`config.mk`:
```
export PLATFORM = sky130hd
export DESIGN_NAME = field_countdown
export DESIGN_NICKNAME = d
export VERILOG_FILES = /design/src/rtl/fcd_pkg.sv /design/src/rtl/fcd_count.sv /design/src/rtl/fcd_ctrl.sv /design/src/rtl/field_countdown.sv
export SDC_FILE = /design/constraint.sdc
export NUM_CORES = 1
export LEC_CHECK = 0
export ABC_AREA = 1
export CORE_ASPECT_RATIO = 0.8
export CORE_MARGIN = 2
export CORE_UTILIZATION = 46
export CTS_BUF_LIST = sky130_fd_sc_hd__clkbuf_8 sky130_fd_sc_hd__clkbuf_16
export CTS_CLUSTER_DIAMETER = 40
export DETAILED_ROUTE_END_ITERATION = 6
export HOLD_SLACK_MARGIN = 0.06
export PLACE_DENSITY = 0.69
export SYNTH_ARGS = -nofsm -noshare
export SYNTH_HDL_FRONTEND = slang
export SYNTH_SLANG_ARGS = --single-unit
```
`constraint.sdc`:
```
create_clock -name clk -period 2.1 [get_ports clk]
set_input_delay 0.21 -clock clk [delete_from_list [all_inputs] [get_ports clk]]
set_output_delay 0.21 -clock clk [all_outputs]
set_load 0.02 [all_outputs]
```
`src/rtl/fcd_pkg.sv`:
```
package fcd_pkg;
  // strobes from control to datapath
  typedef struct packed {
    logic retrace;
  } ctlStb_t;
endpackage

```
`src/rtl/fcd_count.sv`:
```
module fcd_count
  import fcd_pkg::*;
#(
  parameter int CNT_W       = 10,
  parameter int DOUBLE_RATE = 1
) (
  input  logic             clk,
  input  logic             rstN,
  input  logic             lineStb,
  input  ctlStb_t          ctl,
  output logic [CNT_W-1:0] lineCount,
  output logic [CNT_W-1:0] fieldLines,
  output logic             retraceStb
);
  logic lineTick;

  generate
    if (DOUBLE_RATE != 0) begin : g_pre
      logic halfSeen;
      always_ff @(posedge clk) begin
        if (!rstN || ctl.retrace) halfSeen <= 1'b0;
        else if (lineStb)          halfSeen <= ~halfSeen;
      end
      assign lineTick = lineStb & halfSeen;
    end else begin : g_direct
      assign lineTick = lineStb;
    end
  endgenerate

  always_ff @(posedge clk) begin
    if (!rstN) begin
      lineCount  <= '0;
      fieldLines <= '0;
      retraceStb <= 1'b0;
    end else begin
      retraceStb <= ctl.retrace;
      if (ctl.retrace) begin
        fieldLines <= lineCount;
        lineCount  <= '0;
      end else if (lineTick) begin
        lineCount <= lineCount + 1'b1;
      end
    end
  end
endmodule

```
`src/rtl/fcd_ctrl.sv`:
```
module fcd_ctrl
  import fcd_pkg::*;
#(
  parameter int CNT_W      = 10,
  parameter int SEARCH_LO  = 244,
  parameter int SEARCH_HI  = 361,
  parameter int NOM50      = 312,
  parameter int NOM60      = 262,
  parameter int LOCK_HITS  = 16,
  parameter int MISS_LIMIT = 6
) (
  input  logic             clk,
  input  logic             rstN,
  input  logic             vsyncStb,
  input  logic [CNT_W-1:0] lineCount,
  output ctlStb_t          ctl,
  output logic             locked,
  output logic             mode60,
  output logic             oddField
);
  localparam int HIT_W  = $clog2(LOCK_HITS + 1);
  localparam int MISS_W = $clog2(MISS_LIMIT + 1);
  localparam logic [CNT_W-1:0] S_LO = CNT_W'(SEARCH_LO);
  localparam logic [CNT_W-1:0] S_HI = CNT_W'(SEARCH_HI);
  localparam logic [CNT_W-1:0] N50  = CNT_W'(NOM50);
  localparam logic [CNT_W-1:0] N60  = CNT_W'(NOM60);
  localparam logic [CNT_W-1:0] ONE  = CNT_W'(1);
  localparam logic [HIT_W-1:0] HIT_DONE   = HIT_W'(LOCK_HITS);
  localparam logic [MISS_W-1:0] MISS_LAST = MISS_W'(MISS_LIMIT - 1);

  logic [HIT_W-1:0]  hitCnt, hitNext;
  logic [MISS_W-1:0] missCnt;
  logic              candStd;
  logic [CNT_W-1:0]  nom, winLo, winHi, freeLen;
  logic inSearch, inWin, near50, near60, syncOk, flyEnd, freeEnd;

  always_comb begin
    nom      = mode60 ? N60 : N50;
    winLo    = nom - ONE;
    winHi    = nom + ONE;
    freeLen  = nom + {{(CNT_W-1){1'b0}}, oddField};
    inSearch = (lineCount >= S_LO) && (lineCount <= S_HI);
    inWin    = (lineCount >= winLo) && (lineCount <= winHi);
    near50   = (lineCount >= N50 - ONE) && (lineCount <= N50 + ONE);
    near60   = (lineCount >= N60 - ONE) && (lineCount <= N60 + ONE);
    syncOk   = vsyncStb && (locked ? inWin : inSearch);
    flyEnd   = locked && (lineCount == winHi + ONE);
    freeEnd  = !locked && (lineCount == freeLen);
    ctl.retrace = syncOk || flyEnd || freeEnd;
    hitNext  = (hitCnt != '0 && candStd == near60) ? hitCnt + 1'b1 : HIT_W'(1);
  end

  always_ff @(posedge clk) begin
    if (!rstN) begin
      locked   <= 1'b0;
      mode60   <= 1'b0;
      oddField <= 1'b0;
      candStd  <= 1'b0;
      hitCnt   <= '0;
      missCnt  <= '0;
    end else begin
      if (ctl.retrace) oddField <= ~oddField;
      if (!locked) begin
        if (syncOk && (near50 || near60)) begin
          candStd <= near60;
          if (hitNext == HIT_DONE) begin
            locked  <= 1'b1;
            mode60  <= near60;
            hitCnt  <= '0;
            missCnt <= '0;
          end else begin
            hitCnt <= hitNext;
          end
        end else if (ctl.retrace) begin
          hitCnt <= '0;
        end
      end else begin
        if (syncOk) begin
          missCnt <= '0;
        end else if (flyEnd) begin
          if (missCnt == MISS_LAST) begin
            locked  <= 1'b0;
            missCnt <= '0;
            hitCnt  <= '0;
          end else begin
            missCnt <= missCnt + 1'b1;
          end
        end
      end
    end
  end
endmodule

```
`src/rtl/field_countdown.sv`:
```
module field_countdown
  import fcd_pkg::*;
#(
  parameter int CNT_W       = 10,
  parameter int DOUBLE_RATE = 1,
  parameter int SEARCH_LO   = 244,
  parameter int SEARCH_HI   = 361,
  parameter int NOM50       = 312,
  parameter int NOM60       = 262,
  parameter int LOCK_HITS   = 16,
  parameter int MISS_LIMIT  = 6
) (
  input  logic             clk,
  input  logic             rstN,
  input  logic             lineStb,
  input  logic             vsyncStb,
  output logic             retraceStb,
  output logic [CNT_W-1:0] lineCount,
  output logic [CNT_W-1:0] fieldLines,
  output logic             locked,
  output logic             mode60,
  output logic             oddField
);
  ctlStb_t ctl;

  fcd_ctrl #(
    .CNT_W(CNT_W), .SEARCH_LO(SEARCH_LO), .SEARCH_HI(SEARCH_HI),
    .NOM50(NOM50), .NOM60(NOM60), .LOCK_HITS(LOCK_HITS), .MISS_LIMIT(MISS_LIMIT)
  ) u_ctrl (
    .clk(clk), .rstN(rstN), .vsyncStb(vsyncStb), .lineCount(lineCount),
    .ctl(ctl), .locked(locked), .mode60(mode60), .oddField(oddField)
  );

  fcd_count #(.CNT_W(CNT_W), .DOUBLE_RATE(DOUBLE_RATE)) u_count (
    .clk(clk), .rstN(rstN), .lineStb(lineStb), .ctl(ctl),
    .lineCount(lineCount), .fieldLines(fieldLines), .retraceStb(retraceStb)
  );
endmodule

```
; Word level (Yosys, flattened, before mapping)
; Index checks and enable logic that the tools add are counted.
; Widths: inputs -> output; s select.
[word_totals]
inputBits = 4
register_bits = 34
output_inout_bits = 24
word_cells = 85
[classes]
magnitude_cmp = 8
mux = 22
reduce_logical = 24
bitwise_logic = 5
eq_ne = 9
add_sub_neg = 7
[op_table]
columns = op, n
row1 = $mux 5, 8
row2 = $add 10x1->10 const B, 3
row3 = $le 10x9->1 const B, 3
row4 = $eq 10x10->1, 2
row5 = $ge 10x9->1 const B, 2
row6 = $mux 3, 6
row7 = $add 10x1->10, 1
row8 = $ge 10x10->1, 1
row9 = $ge 10x8->1 const B, 1
row10 = $le 10x10->1, 1
row11 = $sub 10x1->10 const B, 1
row12 = $logic_and 1x1->1, 9
row13 = $mux 1, 7
row14 = $mux 6, 1
row15 = $ne 2x2->1 const B, 3
row16 = $reduce_and 3->1, 2
row17 = $add 5x1->5 const B, 1
row18 = $eq 5x5->1 const B, 1
row19 = $reduce_bool 5->1, 1
row20 = $logic_or 1x1->1, 4
row21 = $not 1->1, 4
row22 = $reduce_and 4->1, 1
row23 = $reduce_bool 2->1, 2
row24 = $add 3x1->3 const B, 1
row25 = 8 further kinds, 9

; Logic depth before layout (Yosys ltp)
; Gate-level depths: netlist of the first run.
[depth]
word_depth = 11
mapped_depth = 18
mapped_depth_nobuf = 18

; Hierarchy
; A second synthesis of the first run with hierarchy kept.
[unflattened]
cells_unflattened = 292
hier_area_um2 = 2023.2
[modules_own_cells]
columns = module, area_each_um2, n_inst, cells_each
row1 = fcd_ctrl, 1154.9, 1, 176
row2 = fcd_count, 868.3, 1, 116

; Worst setup path after synthesis of the first run
; Ideal clock, no wire load.
[synth_timing]
path_type = register to register
startpoint = reg u_count.lineCount[1]
endpoint = reg u_ctrl.missCnt[0]
t_required_ns = 1.980
arrival_ns = 1.931
setup_slack_ns = 0.049
period_less_slack_ns = 2.051
path_stages_with_launch = 15
setup_time_ns = 0.120
cell_sequence = dfxtp_1 -> inv_1 -> ha_1 -> nor3_1 -> nor3_2 -> nand2_1 -> nand2_1 -> nand2_2 -> nand3_1 -> nor2_2 -> nand3_2 -> nand2_2 -> nand2_1 -> nand2_1 -> a21oi_1
[synth_via]
elab_chain_len = 8
word_cells_on_any_way = 28
[synth_rtl]
columns = item, line_no
row1 = from (decl), fcd_count.sv:11  ; output logic [CNT_W-1:0] lineCount,
row2 = from (signal assigned), fcd_count.sv:41  ; lineCount <= lineCount + 1'b1;
row3 = $ge 10x9->1 or $le 10x9->1 (tied branches), fcd_ctrl.sv:45  ; near60 = (lineCount >= N60 - ONE) && (lineCount <= N60 + ONE);
row4 = $logic_and 1x1->1, fcd_ctrl.sv:45
row5 = $eq 1x1->1, fcd_ctrl.sv:50  ; hitNext = (hitCnt != '0 && candStd == near60) ? hitCnt + 1'b1 : HIT_W'(1);
row6 = $logic_and 1x1->1, fcd_ctrl.sv:50
row7 = $mux 5, fcd_ctrl.sv:50
row8 = $eq 5x5->1, fcd_ctrl.sv:66  ; if (hitNext == HIT_DONE) begin
row9 = $reduce_bool 2->1 (no source line), --
row10 = $reduce_and 3->1 (no source line), --
row11 = to (signal assigned), fcd_ctrl.sv:86  ; missCnt <= missCnt + 1'b1;
row12 = to (decl), fcd_ctrl.sv:32  ; logic [MISS_W-1:0] missCnt;
; Several ways; a longest one is shown, not always the timed one.
; A chain may end at the register's enable or synchronous reset.

; Final worst setup path of the first run
[layout_timing]
startpoint = reg u_count.lineCount[1]
endpoint = reg u_ctrl.hitCnt[3]
[layout_via]
elab_chain_len = 9
word_cells_on_any_way = 33
[layout_rtl]
columns = item, line_no
row1 = $ge 10x9->1 or $le 10x9->1 (tied branches), fcd_ctrl.sv:45
row2 = $logic_and 1x1->1, fcd_ctrl.sv:45
row3 = $eq 1x1->1, fcd_ctrl.sv:50
row4 = $logic_and 1x1->1, fcd_ctrl.sv:50
row5 = $mux 5, fcd_ctrl.sv:50
row6 = $eq 5x5->1, fcd_ctrl.sv:66
row7 = $mux 5, fcd_ctrl.sv:66
row8 = $mux 5, fcd_ctrl.sv:64  ; if (syncOk && (near50 || near60)) begin
row9 = $mux 5, fcd_ctrl.sv:63  ; if (!locked) begin
row10 = to (signal assigned), fcd_ctrl.sv:72  ; hitCnt <= hitNext;
row11 = to (decl), fcd_ctrl.sv:31  ; logic [HIT_W-1:0] hitCnt, hitNext;
; Several ways; a longest one is shown, not always the timed one.

==> results of run 1 <==
## synthesized netlist by cell type, types with 2 or more instances
cell type and number:
nor2_1 28, nand3_2 2, buf_2 4, nor2_2 7
inv_1 38, nand2_1 59, nor3_2 4, ha_1 12
xor2_1 5, o22ai_1 9, nor4_1 4, o211ai_1 2
a21oi_1 19, dfxtp_1 34, nand3_1 23, nand2_2 7
nand4_1 5, nor3_1 9, inv_2 5, o21ai_0 5
## state kept, by name, summed over array words and instances (netlist names)
register / flops
u_count.fieldLines: 10
u_count.g_pre.halfSeen: 1
u_count.lineCount: 10
u_count.retraceStb: 1
u_ctrl.candStd: 1
u_ctrl.hitCnt: 5
u_ctrl.locked: 1
u_ctrl.missCnt: 3
u_ctrl.mode60: 1
u_ctrl.oddField: 1
## path summary, 6_finish.rpt
kind	slack, ps	endpoint	cells past startpoint	start
max	40	u_ctrl.hitCnt[3]$_SDFFE_PN0P_	11	u_count.lineCount[1]$_SDFFE_PP0P_
min reg2reg	430	u_count.fieldLines[9]$_SDFFE_PN0P_	2	u_count.fieldLines[9]$_SDFFE_PN0P_
min	430	u_count.fieldLines[9]$_SDFFE_PN0P_	2	u_count.fieldLines[9]$_SDFFE_PN0P_
max reg2reg	40	u_ctrl.hitCnt[3]$_SDFFE_PN0P_	11	u_count.lineCount[1]$_SDFFE_PP0P_
## cell type report
cell class	instances	area, µm²
multi-input combinational	212	1380
fill	353	1380
sequential	34	694
timing repair buffer	50	455
inverter	44	170
clock buffer	6	82.6
tap	57	71.3
## tightest hold or removal path, stage by stage, from the launching register on
cell and delay (ps):
dfxtp_1 310, inv_1 50, nor2_1 30
## power by group through the flow
stage               clock network (mW)  logic, mW  registers [mW]
floorplan                            0     0.0355           0.671
global placement                     0     0.0784           0.667
detailed placement                   0     0.0773           0.667
CTS                              0.488     0.0782           0.653
global route                     0.514     0.0960           0.652
finish                           0.473     0.0892           0.651
## per-layer routing
metal	vias up	GRT usage, %
li1	1070	-
met1	947	32.5
met2	56	29.2
met3	11	4.44
met4	0	7.68
met5	-	0
## stage by stage
stage	setup TNS (ps)	util (%)
after floorplan	0	-
after global placement	0	59.9
after detailed placement	0	59.9
after CTS	0	61.9
after global routing	-688	67.5
final	0	67.5
## repair_timing
item                       4_1_cts  5_1_grt
buffers inserted                 0        3
gates resized for setup          0       53
setup endpoints to repair        0       34
hold buffers                     0        0
## cells by family after synthesis
group	synth area share (%)
AND/OR/NAND/NOR	36.1
buffers and inverters	9.03
AO/OA/AOI/OAI	11.8
flip-flops	33.2
adder cells (fa/ha/maj)	7.32
XOR/XNOR	2.56
==> key figures, run 1 <==
Setup path
  – Crit-path cells: buf_4 > ha_4 > o21bai_1 > nand3_1 > nand3_1 > nand2_2 > a21oi_2 > nand4_1 > nor2_2 > nand2_1 > a21oi_1
  – CP max stage delay: approximately 360 ps
  – Crit-path most repeated cell: nand3_1
  – Delay-heaviest family, CP: simple AND/OR/NAND/NOR gates
  – Setup crit start kind: flop
  – Slowest-stage cell, CP: dfxtp_4
  – CP bufs+invs: 1
  – Crit. End Element: flop
  – Crit path kind: reg2reg
  – CP required: ~2300 ps
  – Crit-path max FO: 4
  – CP arrival: approximately 2300 ps

STA
  – Slew @ Worst Pin: between 300 and 400 ps
  – Slew margin rel.: between 70% and 80%
  – Hold Vio Cnt, Final: 0
  – Clk_skew: between 6 and 7 ps
  – Slew Limit Fails: 0
  – Hold WS: ~430 ps
  – Achievable Freq: 485 MHz
  – Worst setup margin: roughly 39 ps
  – RSZ-0062 raised after global routing: yes
  – Finish-stage setup viols: 0
  – Final min period: 2060 ps
  – Final period util: 98.1%

Floorplanning
  – Die area: about 5000 µm²
  – DIE WIDTH: roughly 80 µm
  – Die Y: 63.7 µm
  – Core Rows: 21
  – Num ports: 28
  – Core area: 4230 µm²
  – Initial core utilization: about half

Global routing
  – First-pass GRT wire length: 8.36 mm
  – Total GRT Usage: 21.4%
  – Initial antenna violation count: 0
  – Largest net degree at the start of global routing: 13
  – GRT Residual Overflow: 0
  – Number of global-route vias before repair: approximately 1800

Power and ir drop
  – LEAKAGE: ~1.1 nW
  – Comb power frac: between 7 and 8%
  – Max rail drop VDD: about 0.32 mV
  – Sequential power share: 53.7%
  – PD cells: roughly 430 nW/µm²
  – Overall Power: between 1 and 1.5 mW
  – Net Sw Power: around 0.27 mW
  – Switching Fraction: between 20% and 30%
  – Clk pwr share: about 39%
  – Internal: between 0.9 and 1 mW

Synthesis
  – Mapped Area: 2050 µm²
  – Commonest register cell after synthesis: dfxtp_1
  – Seq/Total Area, Yosys: about a third
  – Synth top area cells: dfxtp_1 (33%), nand2_1 (11%), ha_1 (7.3%)
  – Syn_area_per_cell: ~7 µm²
  – Post-synth top area share: between 30% and 40%
  – Count of cell types in the netlist: 33
  – Seq cells post-synth: 34
  – Post-Syn Nets: 310
  – Asr flop ratio synth: 0%
  – Cell count after synthesis: around 290
  – EDFF count, synth: 0
  – Cell accounting for the most synthesized area: dfxtp_1
  – YS warnings: 0

Route
  – Drt wl/cell: 12.9 µm
  – Drt first pass iters: 4
  – Met1 Wirelength: around 2.6 mm
  – 1st-iter DRT viols: 191
  – ANT nets after route: 0
  – WL met2: ~2.2 mm
  – Met3 wire length: between 300 and 400 µm
  – DRC viols: 0
  – DR vias/cell: between 5 and 6
  – Top layer in use: met4
  – Total Routed Length: around 5.2 mm
  – Vias: 2084

Placed design
  – RePlAce Congestion: 0.926
  – Area after DPL: 2530 µm²
  – Dpl ws: about 14 ps
  – Buffers on Ports: 27
  – Inst Count DP: 394
  – HPWL after DPL: between 3 and 4 mm

Final layout
  – Most frequent cells in the layout: nand2_1 (50), inv_1 (35), dfxtp_1 (29)
  – Layout Cells excl Fill: 403
  – Diodes inserted: 0
  – Final net count: ~360
  – Commonest non-fill, non-tap cell in the layout: nand2_1
  – Fraction of layout cells with a size suffix above 1: 26.9%
  – Area grow syn2layout: 39.2%
  – Final instance area: ~2900 µm²

Clock network
  – Sink Count: 34
  – CTS Buf Count: 5
  – TritonCTS clock tree: done
  – Depth of the CTS H-tree: 2
  – Longest Clk Path Bufs: 2
  – Clock Latency Late Sink: approximately 290 ps
  – Clock root cell: clkbuf_8
  – Clk slew on worst S/H paths: 60 ps

Outcome
  – Status: completed

Hold path
  – Hold Path Class: reg2reg

Flow run
  – Max-Cap Viols: 0
No activity file was read; power rests on OpenSTA's default activity.
==> run 2: changes to the inputs <==
--- a/config.mk
+++ b/config.mk
@@ -8,12 +8,12 @@
 export ABC_AREA = 1
 export CORE_ASPECT_RATIO = 0.8
 export CORE_MARGIN = 2
-export CORE_UTILIZATION = 46
+export CORE_UTILIZATION = 50
 export CTS_BUF_LIST = sky130_fd_sc_hd__clkbuf_8 sky130_fd_sc_hd__clkbuf_16
 export CTS_CLUSTER_DIAMETER = 40
 export DETAILED_ROUTE_END_ITERATION = 6
 export HOLD_SLACK_MARGIN = 0.06
-export PLACE_DENSITY = 0.69
+export PLACE_DENSITY = 0.74
 export SYNTH_ARGS = -nofsm -noshare
 export SYNTH_HDL_FRONTEND = slang
 export SYNTH_SLANG_ARGS = --single-unit
==> run 2 against run 1 <==
Effect of this change:
- routed wire length grew 7.2%
- largest cell class unchanged
- setup slack improved by 29 ps
- total power decreased by 1.6%
- cell count up 0.50%
- sequential cell count did not move
- critical endpoint is now u_ctrl.missCnt[1]$_SDFFE_PN0P_
- clock-buffer cell count down 1
==> key figures, run 2 (synthesized netlist as in run 1, its figures left out) <==
Outcome
  – Status: completed

Clock network
  – Depth of the CTS H-tree: 2
  – Number of buffers inserted by hold repair at cts: 0
  – TritonCTS clock tree: done
  – Clk slew on worst S/H paths: approximately 70 ps
  – Sink Count: 34
  – Longest Clk Path Bufs: 2
  – Clock root cell: clkbuf_8
  – CTS Buf Count: 5
  – Clock Latency Late Sink: between 200 and 300 ps

Setup path
  – CP max stage delay: 390 ps
  – Crit-path most repeated cell: nand2_1
  – CP arrival: approximately 2200 ps
  – Delay-heaviest family, CP: simple AND/OR/NAND/NOR gates
  – CP required: ~2300 ps
  – Crit path kind: reg2reg
  – Slowest-stage cell, CP: dfxtp_4
  – Crit-path cells: ha_1 > nand2_1 > nand2_1 > nand2_1 > nand2_1 > nand2_1 > nand3_1 > nand2_1 > nand2_2 > a21oi_2 > nand4_1 > nand2_2 > nand2_2 > nand2_1 > a21oi_1
  – Setup crit start kind: flop
  – Crit-path max FO: 6
  – Crit. End Element: flop
  – CP bufs+invs: 0

Route
  – Total Routed Length: around 5.6 mm
  – Vias: 2207
  – ANT nets after route: 0
  – 1st-iter DRT viols: roughly 260
  – Drt first pass iters: 5
  – Drt wl/cell: about 14 µm
  – DR vias/cell: 5.45
  – DRC viols: 0

Global routing
  – Largest net degree at the start of global routing: 12
  – GRT Residual Overflow: 0
  – Total GRT Usage: around a quarter
  – Initial antenna violation count: 0
  – First-pass GRT wire length: around 8.3 mm
  – Number of global-route vias before repair: 1765

STA
  – Final min period: slightly above 2000 ps
  – Finish-stage setup viols: 0
  – Final period util: a little over nine tenths
  – Achievable Freq: just under 500 MHz
  – Clk_skew: ~4.4 ps
  – Hold Vio Cnt, Final: 0
  – Slew Limit Fails: 0
  – Slew margin rel.: 60.9%
  – Hold WS: 432 ps
  – Slew @ Worst Pin: just under 600 ps
  – RSZ-0062 raised after global routing: yes

Floorplanning
  – Die area: approximately 4600 µm²
  – Num ports: 28
  – Die Y: 61.3 µm
  – Initial core utilization: 52.9%
  – DIE WIDTH: roughly 76 µm
  – Core Rows: 20
  – Core area: 3880 µm²

Final layout
  – Commonest non-fill, non-tap cell in the layout: nand2_1
  – Diodes inserted: 0
  – Most frequent cells in the layout: nand2_1 (50), inv_1 (37), dfxtp_1 (29)
  – Final net count: around 370
  – Area grow syn2layout: 39.8%
  – Fraction of layout cells with a size suffix above 1: between 20% and 30%
  – Largest regs: u_count.fieldLines (10), u_count.lineCount (10), u_ctrl.hitCnt (5)

Power and ir drop
  – Max rail drop VDD: around 0.39 mV
  – LEAKAGE: 1.15 nW
  – Overall Power: about 1.2 mW
  – PD cells: about 420 nW/µm²

Hold path
  – Hold Path Class: reg2reg

Placed design
  – HPWL after DPL: 3.97 mm
  – Buffers on Ports: 27
  – RePlAce Congestion: between 1 and 1.5

Flow run
  – Max-Cap Viols: 0
run 2: power breakdown:
group | internal [mW] | switching [mW] | total (mW) | leakage (nW)
Sequential | 0.647 | 0.00381 | 0.651 | 0.277
Combinational | 0.0403 | 0.0522 | 0.0924 | 0.825
Clock | 0.218 | 0.233 | 0.451 | 0.0466
Total | 0.906 | 0.289 | 1.19 | 1.15
run 2: per-layer routing:
| metal | global-route usage, % | vias up | part of all wire [%] |
|---|---|---|---|
| met3 | 6.38 | 21 | 8.9 |
| met1 | 38.1 | 1002 | 47 |
| met5 | 0 | - | 0 |
| met4 | 11.3 | 0 | 2.5 |
| li1 | - | 1073 | - |
| met2 | 30.7 | 111 | 42 |
run 2: metrics by stage:
| stage | TNS [ps] | instances | setup WS [ps] | area, µm² | utilization, % |
|---|---|---|---|---|---|
| finish | 0 | 405 | 68.8 | 2870 | 73.9 |
| global route | -315 | 405 | -42.9 | 2870 | 73.9 |
| CTS | 0 | 402 | 14.4 | 2630 | 67.9 |
| detailed placement | -19.4 | 395 | -19.4 | 2550 | 65.9 |
| global placement | 0 | 395 | 74.1 | 2550 | 65.9 |
| floorplan | 0 | 294 | 49.5 | 2050 | - |
run 2: repair_timing:
action | in CTS | in global routing
setup buffers | 0 | 3
pin swaps | 0 | 25
endpoints found under the setup margin | 5 | 32
gates resized for setup | 1 | 51
run 2: path summary, 6_finish.rpt:
kind                                        endpoint  cells past startpoint                          startpoint  slack, ps
hold reg to reg   u_count.fieldLines[9]$_SDFFE_PN0P_                      2  u_count.fieldLines[9]$_SDFFE_PN0P_        430
setup reg to reg      u_ctrl.missCnt[1]$_SDFFE_PN0P_                     15          u_ctrl.mode60$_SDFFE_PN0P_         70
setup / recovery      u_ctrl.missCnt[1]$_SDFFE_PN0P_                     15          u_ctrl.mode60$_SDFFE_PN0P_         70
hold / removal    u_count.fieldLines[9]$_SDFFE_PN0P_                      2  u_count.fieldLines[9]$_SDFFE_PN0P_        430
run 2: cell type report:
class	count	area [µm²]
clock buffer	5	68.8
inverter	44	168
tap	55	68.8
fill	283	1010
multi-input combinational	212	1380
sequential	34	692
timing repair buffer	53	485
clock inverter	2	7.51
run 2: tightest hold or removal path, delay by kind of cell (launching register included):
family | cells | cell delay [ps]
DFF | 1 | 310
and+or+nand+nor | 1 | 30
buffers and inverters | 1 | 50
==> run 3: changes to the inputs <==
--- a/config.mk
+++ b/config.mk
@@ -11,9 +11,11 @@
 export CORE_UTILIZATION = 50
 export CTS_BUF_LIST = sky130_fd_sc_hd__clkbuf_8 sky130_fd_sc_hd__clkbuf_16
 export CTS_CLUSTER_DIAMETER = 40
+export CTS_CLUSTER_SIZE = 20
 export DETAILED_ROUTE_END_ITERATION = 6
 export HOLD_SLACK_MARGIN = 0.06
 export PLACE_DENSITY = 0.74
+export SLEW_MARGIN = 20
 export SYNTH_ARGS = -nofsm -noshare
 export SYNTH_HDL_FRONTEND = slang
 export SYNTH_SLANG_ARGS = --single-unit
==> results of run 3 <==
The final DEF is identical to that of run 2; final timing and power are the same.
